`src/rtl/vsd_pkg.sv`:
```
package vsd_pkg;

    localparam int WIN_BITS    = 20;   // 1 MB window
    localparam int LO_BASE_W   = 4;    // A23..A20
    localparam int HI_BASE_W   = 8;    // A31..A24
    localparam int NUM_SLOTS   = 8;
    localparam int NUM_REGIONS = 3 + NUM_SLOTS + 1;

    localparam int RG_RAM    = 0;
    localparam int RG_ROM    = 1;
    localparam int RG_WDOG   = 2;
    localparam int RG_SLOT0  = 3;
    localparam int RG_FRESET = RG_SLOT0 + NUM_SLOTS - 1;
    localparam int RG_FABORT = RG_FRESET + 1;

    typedef logic [NUM_REGIONS-1:0] region_vec_t;

    typedef enum logic {
        MODE_SHORT = 1'b0,
        MODE_EXT   = 1'b1
    } addr_mode_e;

    typedef struct packed {
        logic am_ok;
        logic base_ok;
        logic width_ok;
    } match_t;

    function automatic logic am2_accept(input logic [1:0] strap, input logic am2);
        return strap[1] | (am2 == strap[0]);
    endfunction

endpackage

```
`src/rtl/vsd_match.sv`:
```
module vsd_match
    import vsd_pkg::*;
(
    input  logic [31:WIN_BITS]     addr_hi,
    input  logic [5:0]             am,
    input  logic                   lword_n,
    input  logic [LO_BASE_W-1:0]   base_lo,
    input  logic [HI_BASE_W-1:0]   base_hi,
    input  logic                   am45_lvl,
    input  logic                   am3_lvl,
    input  logic [1:0]             am2_cfg,
    output match_t                 result,
    output addr_mode_e             mode
);

    localparam int LO_TOP = WIN_BITS + LO_BASE_W - 1;

    always_comb begin
        mode = (am[5] & am[4]) ? MODE_SHORT : MODE_EXT;

        result.am_ok = am[0] & ~am[1]
                     & (am[4] == am[5])
                     & (am[4] == am45_lvl)
                     & (am[3] == am3_lvl)
                     & am2_accept(am2_cfg, am[2]);

        if (mode == MODE_SHORT)
            result.base_ok = (addr_hi[LO_TOP:WIN_BITS] == base_lo);
        else
            result.base_ok = (addr_hi == {base_hi, base_lo});

        result.width_ok = lword_n;
    end

endmodule

```
`src/rtl/vsd_region.sv`:
```
module vsd_region
    import vsd_pkg::*;
(
    input  logic [WIN_BITS-1:1] offset,
    output region_vec_t         sel
);

    logic [2:0]           slot;
    logic                 periph;
    logic [NUM_SLOTS-1:0] slot_hit;

    assign slot   = offset[14:12];
    assign periph = (offset[19:15] == 5'b10000);

    generate
        for (genvar s = 0; s < NUM_SLOTS; s++) begin : g_slot
            assign slot_hit[s] = periph && (slot == 3'(s));
        end
    endgenerate

    always_comb begin
        sel = '0;
        sel[RG_RAM]  = ~offset[19];
        sel[RG_ROM]  = (offset[19:18] == 2'b11);
        sel[RG_WDOG] = (offset[19:16] == 4'hA);
        for (int s = 0; s < NUM_SLOTS - 1; s++)
            sel[RG_SLOT0 + s] = slot_hit[s];
        sel[RG_FRESET] = slot_hit[NUM_SLOTS-1] & ~offset[10];
        sel[RG_FABORT] = slot_hit[NUM_SLOTS-1] &  offset[10];
    end

endmodule

```
`src/rtl/vsd_dtack_timer.sv`:
```
module vsd_dtack_timer #(
    parameter int CYCLES = 18
) (
    input  logic clk,
    input  logic rst,
    input  logic start,
    input  logic clear,
    output logic done
);

    localparam int CNT_W = $clog2(CYCLES + 1);
    localparam logic [CNT_W-1:0] LAST = CNT_W'(CYCLES);

    logic [CNT_W-1:0] cnt;
    logic             running;

    always_ff @(posedge clk) begin
        if (rst || clear) begin
            cnt     <= '0;
            running <= 1'b0;
        end else if (start) begin
            cnt     <= '0;
            running <= 1'b1;
        end else if (running && cnt != LAST) begin
            cnt <= cnt + 1'b1;
        end
    end

    assign done = running && (cnt == LAST);

endmodule

```
`src/rtl/vme_slave_decode.sv`:
```
module vme_slave_decode
    import vsd_pkg::*;
#(
    parameter int CLK_PERIOD_PS = 8000,
    parameter int DTACK_MIN_PS  = 140000
) (
    input  logic                  clk,
    input  logic                  rst,
    input  logic [31:1]           vme_addr,
    input  logic [5:0]            vme_am,
    input  logic                  vme_as_n,
    input  logic                  vme_ds0_n,
    input  logic                  vme_ds1_n,
    input  logic                  vme_lword_n,
    input  logic [LO_BASE_W-1:0]  strap_base_lo_n,
    input  logic [HI_BASE_W-1:0]  strap_base_hi_n,
    input  logic                  strap_am45_n,
    input  logic                  strap_am3_n,
    input  logic [1:0]            strap_am2_n,
    output logic                  board_sel,
    output logic [NUM_REGIONS-1:0] region_sel,
    output logic                  vme_dtack_n
);

    localparam int DTACK_CYC = (DTACK_MIN_PS + CLK_PERIOD_PS - 1) / CLK_PERIOD_PS;

    match_t      m;
    addr_mode_e  mode;
    region_vec_t region_c;
    region_vec_t region_q;
    logic        active;
    logic        strobe_on, strobe_off, hit, start, clear, ack;

    vsd_match u_match (
        .addr_hi  (vme_addr[31:WIN_BITS]),
        .am       (vme_am),
        .lword_n  (vme_lword_n),
        .base_lo  (strap_base_lo_n),
        .base_hi  (strap_base_hi_n),
        .am45_lvl (strap_am45_n),
        .am3_lvl  (strap_am3_n),
        .am2_cfg  (strap_am2_n),
        .result   (m),
        .mode     (mode)
    );

    vsd_region u_region (
        .offset (vme_addr[WIN_BITS-1:1]),
        .sel    (region_c)
    );

    assign strobe_on  = ~vme_as_n & ~(vme_ds0_n & vme_ds1_n);
    assign strobe_off = vme_as_n | (vme_ds0_n & vme_ds1_n);
    assign hit        = m.am_ok & m.base_ok & m.width_ok & (|region_c);
    assign start      = ~active & strobe_on & hit;
    assign clear      = active & strobe_off;

    always_ff @(posedge clk) begin
        if (rst || clear) begin
            active   <= 1'b0;
            region_q <= '0;
        end else if (start) begin
            active   <= 1'b1;
            region_q <= region_c;
        end
    end

    vsd_dtack_timer #(.CYCLES(DTACK_CYC)) u_timer (
        .clk   (clk),
        .rst   (rst),
        .start (start),
        .clear (clear),
        .done  (ack)
    );

    assign board_sel   = active;
    assign region_sel  = region_q;
    assign vme_dtack_n = ~ack;

endmodule

```
`config.mk`:
```
export PLATFORM = sky130hd
export DESIGN_NAME = vme_slave_decode
export DESIGN_NICKNAME = d
export VERILOG_FILES = /design/src/rtl/vsd_pkg.sv /design/src/rtl/vsd_match.sv /design/src/rtl/vsd_region.sv /design/src/rtl/vsd_dtack_timer.sv /design/src/rtl/vme_slave_decode.sv
export SDC_FILE = /design/constraint.sdc
export NUM_CORES = 1
export LEC_CHECK = 0
export BUFFER_PORTS_ARGS = -buffer_cell sky130_fd_sc_hd__buf_2
export CORE_ASPECT_RATIO = 1.2
export CORE_MARGIN = 2
export CORE_UTILIZATION = 40
export CTS_CLUSTER_SIZE = 8
export DETAILED_ROUTE_END_ITERATION = 7
export PLACE_DENSITY = 0.78
export SLEW_MARGIN = 20
export SYNTH_ARGS = -nofsm -noshare
export SYNTH_HDL_FRONTEND = slang
export SYNTH_HIERARCHICAL = 1
export SYNTH_SLANG_ARGS = --single-unit
```
`constraint.sdc`:
```
create_clock -name clk -period 3.36 [get_ports clk]
set_input_delay 0.672 -clock clk [delete_from_list [all_inputs] [get_ports clk]]
set_output_delay 0.672 -clock clk [all_outputs]
set_load 0.1 [all_outputs]
```
==> reports/qor.csv, run 1 <==
metric,value,unit
status,"complete, no violations",
grt_pass1_vias,1237,
drc,0,
post-dp-hpwl,2.27,mm
clock-root-buffer,clkbuf_4,
critPathLaunch,vme_addr[17],
ir_worst_vdd,0.195,mV
period_share,80.8,%
drt_pass1_iterations,4,
fillers,326,
post_drt_via_cell_ratio,5.15,
initialDrtViolationCount,18,
syn-num-nets,217,
die_x,55.4,µm
diodes,0,
holdPathStages,2,
rr_worst_depth,5,
hp-start,region_sel[10],
cts_repair_resize_count,0,
cts-buffers-inserted,3,
instances_no_fill,253,
hold_buffers,0,
grt_pass1_wl,4.84,mm
yosys_warnings,6,
postPlaceCellArea,0.00161,mm²
area_growth,29.4,%
relSlewSlack,67.7,%
design_area,0.00164,mm²
slew_viol_final,0,
io-pin-count,73,
htree_num_levels,1,
worstMarginPinSlew,0.488,ns
max-cap-violations,0,
arrival,2.92,ns
antenna_found_initial,0,
vias,1304,
die_height,65.7,µm
netlist_area,0.00127,mm²
final_hold_viol_count,0,
clk_pin_slew,0.11,ns
syn_area_per_cell,8.19,µm²
critPathKind,input port to flip-flop,
postCtsSetupBuffers,0,
dp.cells,249,
die-area,0.00364,mm²
timing.rr.end,u_timer/cnt[0],
r2r_start,board_sel,
totalWireLength,2.72,mm
gr-total-overflow,0,
ant_nets,0,
power_density,257,mW/mm²
fin_nets,280,
grt_use_total,16.2,%
leakagePower,0.691,nW
end_kind,flip-flop,
cts_sinks,19,
place_congestion,0.838,
cts_tree,built,
skew,0.000957,ns
io_buffers,62,
start_kind,input port,
start_util,41.5,%
cts_buffer_depth,2,
grt_max_degree,14,
postSynthCellCount,155,
required,3.56,ns
period_needed,2.72,ns
crit_path_max_fanout,9,
insertion_delay,0.30,ns
wl_per_cell,10.8,µm
r2r_setup_slack,1.48,ns
hold_end,region_sel[10],
rows,22,
timing.fmax,368,MHz
core-area,0.00306,mm²
setup_tns,0,ns
fin_hold_ws,0.486,ns
layout-drive-gt1-share,37.8,%
rsz0062_at_grt,false,
hp-class,flip-flop to flip-flop,
setup_violations,0,
total_power,422,µW
worst max path at each step:
stage / slack [ns] / end / cells past startpoint
global route: 0.40 / u_timer/cnt[0] / 9
global placement: 0.34 / u_timer/cnt[0] / 9
detailed placement: 0.32 / u_timer/cnt[0] / 9
floorplan: 0.24 / u_timer/cnt[0] / 10
finish: 0.64 / u_timer/cnt[0] / 9
CTS: 0.64 / u_timer/cnt[0] / 9
cells in the final DEF, fill, tap and decap left out, types with 8 or more instances in the layout:
cell type	instances
nand2_1	11
nor4_1	8
nand3_1	11
o21ai_1	8
nor2_1	10
dfxtp_1	19
buf_2	62
a21oi_1	12
xor2_1	10
registers in the layout, summed over array words and instances, names as in the netlist:
name,cells
u_timer/running,1
region_sel,12
board_sel,1
u_timer/cnt,5
layout make-up:
cell class | instances | area (µm²) | area share (%)
Multi-Input combinational cell | 124 | 837 | 51.0
Tap cell | 36 | 45.0 | 2.74
Sequential cell | 19 | 380 | 23.2
Clock buffer | 3 | 22.5 | 1.37
Clock inverter | 1 | 5.00 | 0.305
Timing Repair Buffer | 65 | 333 | 20.3
Inverter | 5 | 18.8 | 1.14
worst max-delay path, cell delays in order:
cell and delay [ns]:
buf_2 0.11, or4b_4 0.58, nor3_1 0.37, nor4_1 0.13, and3_1 0.29, nor2_1 0.19
or3_1 0.24, nor2_1 0.06, mux2_1 0.28
through the flow:
stage / utilization, % / setup slack [ns]
2_1_floorplan: - / 0.235
3_5_place_dp: 52.8 / 0.322
4_1_cts: 53.7 / 0.644
3_3_place_gp: 52.8 / 0.336
6_report: 53.7 / 0.644
5_1_grt: 53.7 / 0.402
power by group:
group	total, mW	internal (mW)	switching, mW
clock	0.119	0.0445	0.0740
combinational	0.0787	0.0411	0.0376
sequential	0.225	0.225	0.00000777
total	0.422	0.311	0.112
metal layers:
metal	routed length, µm	share of wire [%]	vias to the layer above	global-route usage [%]
met1	1100	40	572	16.9
met5	0	0	-	0
met2	1440	53	36	31.4
met3	139	5.1	5	2.76
met4	47	1.7	0	7.32
li1	-	-	691	-
Power figures use the tool's default switching activity.
==> run 2, diff against run 1 <==
==> constraint.sdc (replaced) <==
create_clock -name clk -period 2.6 [get_ports clk]
set_input_delay 0.52 -clock clk [delete_from_list [all_inputs] [get_ports clk]]
set_output_delay 0.52 -clock clk [all_outputs]
set_load 0.1 [all_outputs]
==> reports/qor.csv, run 2 (same netlist as run 1, synthesis figures left out) <==
metric,value,unit,change
status,"complete, no violations",,unchanged
instances_no_fill,264,,was 253
cts_buffer_depth,2,,unchanged
io_buffers,62,,unchanged
power_density,313,mW/mm²,was 257 mW/mm²
holdPathStages,2,,unchanged
crit_slowest_cell,buf_2,,was or4b_4
swShare,26.8,%,was 26.4%
end_kind,output port,,was flip-flop
crit_path_max_fanout,4,,was 9
ir_worst_vdd,0.193,mV,was 0.195 mV
post_drt_via_cell_ratio,5.19,,was 5.15
setup_violations,0,,unchanged
p_seq_share,52.2,%,was 53.3%
path_buf_inv,3,,was 1
wl_per_cell,11.6,µm,was 10.8 µm
final_hold_viol_count,0,,unchanged
start_util,41.5,%,unchanged
place_congestion,0.787,,was 0.838
skew,0.00157,ns,was 0.000957 ns
die-area,0.00364,mm²,unchanged
cts_tree,built,,unchanged
rr_worst_depth,5,,unchanged
r2r_setup_slack,0.99,ns,was 1.48 ns
met2_usage,34.2,%,was 31.4%
hold_end,u_timer/running,,was region_sel[10]
clk_pin_slew,0.11,ns,about the same
hp-start,rst,,was region_sel[10]
netSwitchingPower,149,µW,was 112 µW
hp-class,input port to flip-flop,,was flip-flop to flip-flop
gr-total-overflow,0,,unchanged
required,2.08,ns,was 3.56 ns
grt_pass1_wl,5.42,mm,was 4.84 mm
worstMarginPinSlew,0.497,ns,was 0.488 ns
dp.cells,260,,was 249
timing.fmax,440,MHz,
initialDrtViolationCount,19,,was 18
slew_viol_final,0,,unchanged
max-cap-violations,0,,unchanged
grt_use_total,18.3,%,was 16.2%
critPathLaunch,u_timer/cnt[0],,was vme_addr[17]
leakagePower,0.763,nW,was 0.691 nW
grt_busiest_layer,met2,,unchanged
setup_ws,0.326,ns,was 0.644 ns
die_x,55.4,µm,unchanged
rsz0062_at_grt,false,,unchanged
p_comb_share,20.6,%,was 18.6%
cts_sinks,19,,unchanged
layout-drive-gt1-share,43.9,%,was 37.8%
period_needed,2.27,ns,
setup_tns,0,ns,unchanged
ant_nets,0,,unchanged
total_power,557,µW,was 422 µW
drt_pass1_iterations,4,,unchanged
hold_buffers,0,,unchanged
critical_path_depth,6,,was 9
use_met3,2.56,%,was 2.76%
slowest_delay,0.41,ns,was 0.58 ns
io-pin-count,73,,unchanged
start_kind,flip-flop,,was input port
grt_pass1_vias,1388,,"was 1,237"
drc,0,,unchanged
fin_nets,291,,was 280
critPathKind,flip-flop to output port,,was input port to flip-flop
grt_max_degree,14,,unchanged
final_cell_mix,"62 x buf_2, 19 x dfxtp_1, 13 x buf_4",,"was 62 x buf_2, 19 x dfxtp_1, 12 x a21oi_1"
period_share,87.5,%,
postCtsSetupBuffers,0,,unchanged
largest_reg_flops,12,,unchanged
totalWireLength,3.08,mm,was 2.72 mm
cts-buffers-inserted,3,,unchanged
crit_family,buffers and inverters,,was simple AND/OR/NAND/NOR gates
antenna_found_initial,0,,unchanged
htree_num_levels,1,,unchanged
cts_repair_resize_count,0,,unchanged
final_common_cell,buf_2,,unchanged
dp_slack,0.0533,ns,was 0.322 ns
p_int,408,µW,was 311 µW
die_height,65.7,µm,unchanged
diodes,0,,unchanged
post-dp-hpwl,2.63,mm,was 2.27 mm
clock-root-buffer,clkbuf_4,,unchanged
insertion_delay,0.30,ns,about the same
rows,22,,unchanged
crit_chain,"inv_1, ha_1, nor4bb_4, and2_1, inv_1, buf_2",,"was buf_2, or4b_4, nor3_1, nor4_1, and3_1, nor2_1, or3_1, nor2_1, mux2_1"
area_growth,40.5,%,was 29.4%
r2r_start,board_sel,,unchanged
core-area,0.00306,mm²,unchanged
critPathMostFrequentCell,inv_1,,was nor2_1
use_met1,19.5,%,was 16.9%
arrival,1.75,ns,was 2.92 ns
vias,1369,,"was 1,304"
relSlewSlack,67.1,%,was 67.7%
timing.rr.end,u_timer/cnt[0],,unchanged
clkPwrFrac,27.2,%,was 28.1%
==> run 2: cell count changes in the layout (fill, tap and decap cells not counted) <==
cell     delta
nor3_2      +3
buf_4      +10
nor4_1      -1
nor3b_1     -1
nor3_1      -3
mux2_4      +1
nor2_1      -1
nor4_4      +1
nor2_4      +1
mux2_1      -1
buf_12      +1
nor3b_2     +1
==> run 2: how the worst max path moves through the flow <==
stage,slack (ns),to
3_3_place_gp,0.06,u_timer/cnt[0]
5_1_grt,0.21,vme_dtack_n
4_1_cts,0.31,vme_dtack_n
6_report,0.33,vme_dtack_n
2_1_floorplan,-0.03,u_timer/cnt[0]
3_5_place_dp,0.05,u_timer/cnt[0]
==> run 2: per-layer routing <==
metal | routed length, µm | vias up
li1 | - | 702
met1 | 1230 | 635
met2 | 1670 | 26
met3 | 96 | 6
met4 | 70 | 0
met5 | 0 | -
==> run 2: through the flow <==
stage | area (µm²) | hold WS (ns) | utilization [%]
global route | 1780 | 0.406 | 58.4
CTS | 1780 | 0.393 | 58.4
detailed placement | 1760 | 0.470 | 57.5
floorplan | 1320 | 0.464 | -
finish | 1780 | 0.403 | 58.4
global placement | 1760 | 0.465 | 57.5
==> run 2: cell type report <==
cell class | instances | area, µm²
fillers | 292 | 1270
clock inverters | 1 | 5.00
clock buffers | 3 | 22.5
inverters | 5 | 18.8
flip-flops and latches | 19 | 380
multi-input cells | 124 | 883
well taps | 36 | 45.0
repair buffers | 76 | 428
==> run 2: power by group through the flow <==
stage	Sequential [mW]	Clock (mW)	Combinational (mW)
CTS	0.291	0.158	0.116
floorplan	0.298	0	0.0598
global route	0.291	0.167	0.127
detailed placement	0.298	0	0.115
global placement	0.298	0	0.113
finish	0.291	0.152	0.115
==> run 3, diff against run 2 <==
--- a/config.mk
+++ b/config.mk
@@ -5,13 +5,15 @@
 export SDC_FILE = /design/constraint.sdc
 export NUM_CORES = 1
 export LEC_CHECK = 0
+export ABC_AREA = 1
 export BUFFER_PORTS_ARGS = -buffer_cell sky130_fd_sc_hd__buf_2
+export CAP_MARGIN = 5
 export CORE_ASPECT_RATIO = 1.2
 export CORE_MARGIN = 2
 export CORE_UTILIZATION = 40
 export CTS_CLUSTER_SIZE = 8
 export DETAILED_ROUTE_END_ITERATION = 7
-export PLACE_DENSITY = 0.78
+export PLACE_DENSITY = 0.75
 export SLEW_MARGIN = 20
 export SYNTH_ARGS = -nofsm -noshare
 export SYNTH_HDL_FRONTEND = slang
==> reports/qor.csv, run 3 <==
metric,value,unit,change
post-dp-hpwl,2.43,mm,was 2.63 mm
totalWireLength,2.79,mm,was 3.08 mm
final_hold_viol_count,0,,unchanged
crit_chain,"inv_1, ha_1, nand2_1, inv_1, nand2_2, nor2_1, inv_1, buf_2",,"was inv_1, ha_1, nor4bb_4, and2_1, inv_1, buf_2"
synth_top_area_share,25.6,%,
power_density,329,mW/mm²,was 313 mW/mm²
postSynthCellCount,224,,was 155
cts-buffers-inserted,3,,unchanged
final_util,51.1,%,was 58.4%
cts_tree,built,,unchanged
yosys_register_bits,19,,
setup_violations,0,,unchanged
cts_sinks,19,,unchanged
arrival,1.64,ns,was 1.75 ns
slowest_delay,0.41,ns,about the same
skew,0.00412,ns,was 0.00157 ns
status,"complete, no violations",,unchanged
vias,1490,,"was 1,369"
crit_slowest_cell,buf_2,,unchanged
layout-drive-gt1-share,34.0,%,was 43.9%
clkPwrFrac,32.6,%,was 27.2%
initialDrtViolationCount,44,,was 19
period_needed,2.16,ns,was 2.27 ns
wl_per_cell,8.62,µm,was 11.6 µm
relSlewSlack,67.7,%,was 67.1%
drc,0,,unchanged
ir_worst_vdd,0.125,mV,was 0.193 mV
hp-class,flip-flop to flip-flop,,was input port to flip-flop
diodes,0,,unchanged
setup_tns,0,ns,unchanged
core-area,0.00360,mm²,was 0.00306 mm²
synth-edff-count,0,,
synthDistinctLibCells,29,,
die_x,59.6,µm,was 55.4 µm
final_common_cell,buf_2,,unchanged
postCtsSetupBuffers,0,,unchanged
gr-total-overflow,0,,unchanged
required,2.08,ns,about the same
synth_most_common_cell,nand2_1,,
critPathMostFrequentCell,inv_1,,unchanged
largest_reg_flops,12,,unchanged
io_buffers,62,,unchanged
clk_pin_slew,0.07,ns,was 0.11 ns
syn-num-nets,286,,was 217
rows,24,,was 22
cts_buffer_depth,2,,unchanged
yosysSeqAreaShare,25.6,%,
post_drt_via_cell_ratio,4.60,,was 5.19
grt_pass1_wl,4.68,mm,was 5.42 mm
start_kind,flip-flop,,unchanged
area_growth,24.2,%,was 40.5%
p_comb_share,19.4,%,was 20.6%
synth_top_cell_by_area,dfxtp_1,,
place_congestion,0.782,,was 0.787
critPathKind,flip-flop to output port,,unchanged
worstMarginPinSlew,0.488,ns,was 0.497 ns
p_int,456,µW,was 408 µW
max-cap-violations,0,,unchanged
rsz0062_at_grt,false,,unchanged
clock-root-buffer,clkbuf_8,,was clkbuf_4
grt_pass1_vias,1248,,"was 1,388"
swShare,24.8,%,was 26.8%
netlist_area,0.00148,mm²,was 0.00127 mm²
synth_ff_type,dfxtp_1,,
design_area,0.00184,mm²,was 0.00178 mm²
grt_max_degree,23,,was 14
total_power,606,µW,was 557 µW
htree_num_levels,1,,unchanged
netSwitchingPower,150,µW,was 149 µW
postPlaceCellArea,0.00180,mm²,was 0.00176 mm²
drt_pass1_iterations,4,,unchanged
netlist_top_cells_count,"48 x nand2_1, 39 x nor2_1, 37 x inv_1, 19 x dfxtp_1, 14 x a21oi_1",,
syn_area_per_cell,6.62,µm²,was 8.19 µm²
io-pin-count,73,,unchanged
die_height,70.7,µm,was 65.7 µm
period_share,83.0,%,was 87.5%
grt_use_total,13.7,%,was 18.3%
timing.fmax,464,MHz,was 440 MHz
yosys_warnings,6,,unchanged
slew_viol_final,0,,unchanged
end_kind,output port,,unchanged
insertion_delay,0.25,ns,was 0.30 ns
ant_nets,0,,unchanged
cts_repair_resize_count,0,,unchanged
fin_nets,348,,was 291
hold_buffers,0,,unchanged
synthArstFlopShare,0,%,
antenna_found_initial,0,,unchanged
leakagePower,0.922,nW,was 0.763 nW
die-area,0.00421,mm²,was 0.00364 mm²
fillers,397,,was 292
synthTopCellsByArea,"dfxtp_1 26%, nand2_1 12%, nor2_1 9.9%, inv_1 9.4%, nand3_2 7.4%",,
final_cell_mix,"62 x buf_2, 48 x nand2_1, 39 x nor2_1",,"was 62 x buf_2, 19 x dfxtp_1, 13 x buf_4"
crit_path_max_fanout,8,,was 4
start_util,41.2,%,was 41.5%
p_seq_share,48.0,%,was 52.2%
-- run 3: logic make-up (layout without fill, tap and decap cells) --
kind of cell    Yosys count  count (layout)  share of synthesized area [%]
buf+inv                  47             108                           15.0
compound gates           21              21                           8.26
fa+ha+maj                 3               3                           2.53
simple gates            124             124                           42.7
xor+xnor                 10              10                           5.90
flops                    19              19                           25.6
-- run 3: power by group through the flow --
stage | Clock, mW | Combinational, mW | Sequential [mW]
detailed placement | 0 | 0.119 | 0.298
CTS | 0.201 | 0.119 | 0.291
global placement | 0 | 0.116 | 0.298
finish | 0.197 | 0.118 | 0.291
floorplan | 0 | 0.0725 | 0.298
global route | 0.211 | 0.132 | 0.291
-- run 3: layout make-up --
cell class	instances	area (µm²)	share of cell area (%)
well taps	39	48.8	2.65
flip-flops and latches	19	380	20.6
multi-input cells	158	881	47.8
repair buffers	64	338	18.3
clock buffers	4	45.0	2.44
inverters	40	150	8.15
-- run 3: final timing paths --
kind | to | slack, ns | start | cells after the start
worst max register to register | u_timer/cnt[3] | 1.40 | u_timer/cnt[0] | 9
worst min-delay path | region_sel[3] | 0.47 | region_sel[3] | 2
worst max-delay path | vme_dtack_n | 0.44 | u_timer/cnt[0] | 8
worst min register to register | region_sel[3] | 0.47 | region_sel[3] | 2
-- run 3: layer usage --
metal,part of all wire (%),up-vias,GRT usage [%]
met2,51,54,25.6
met5,0,-,0
met4,1.6,0,5.19
li1,-,804,-
met1,40,628,14.9
met3,7.4,4,2.01
-- run 3: critical path, delay by kind of cell, from the launching register on --
kind / cells / cell delay [ns]
flops: 1 / 0.39
buf+inv: 4 / 0.55
fa+ha+maj: 1 / 0.20
simple gates: 3 / 0.24
-- run 3: per-stage QoR --
step / hold WS [ns] / std cells / setup WS [ns]
finish: 0.473 / 324 / 0.443
global route: 0.505 / 324 / 0.317
CTS: 0.480 / 324 / 0.435
detailed placement: 0.463 / 320 / 0.294
global placement: 0.456 / 320 / 0.339
floorplan: 0.496 / 224 / 0.514
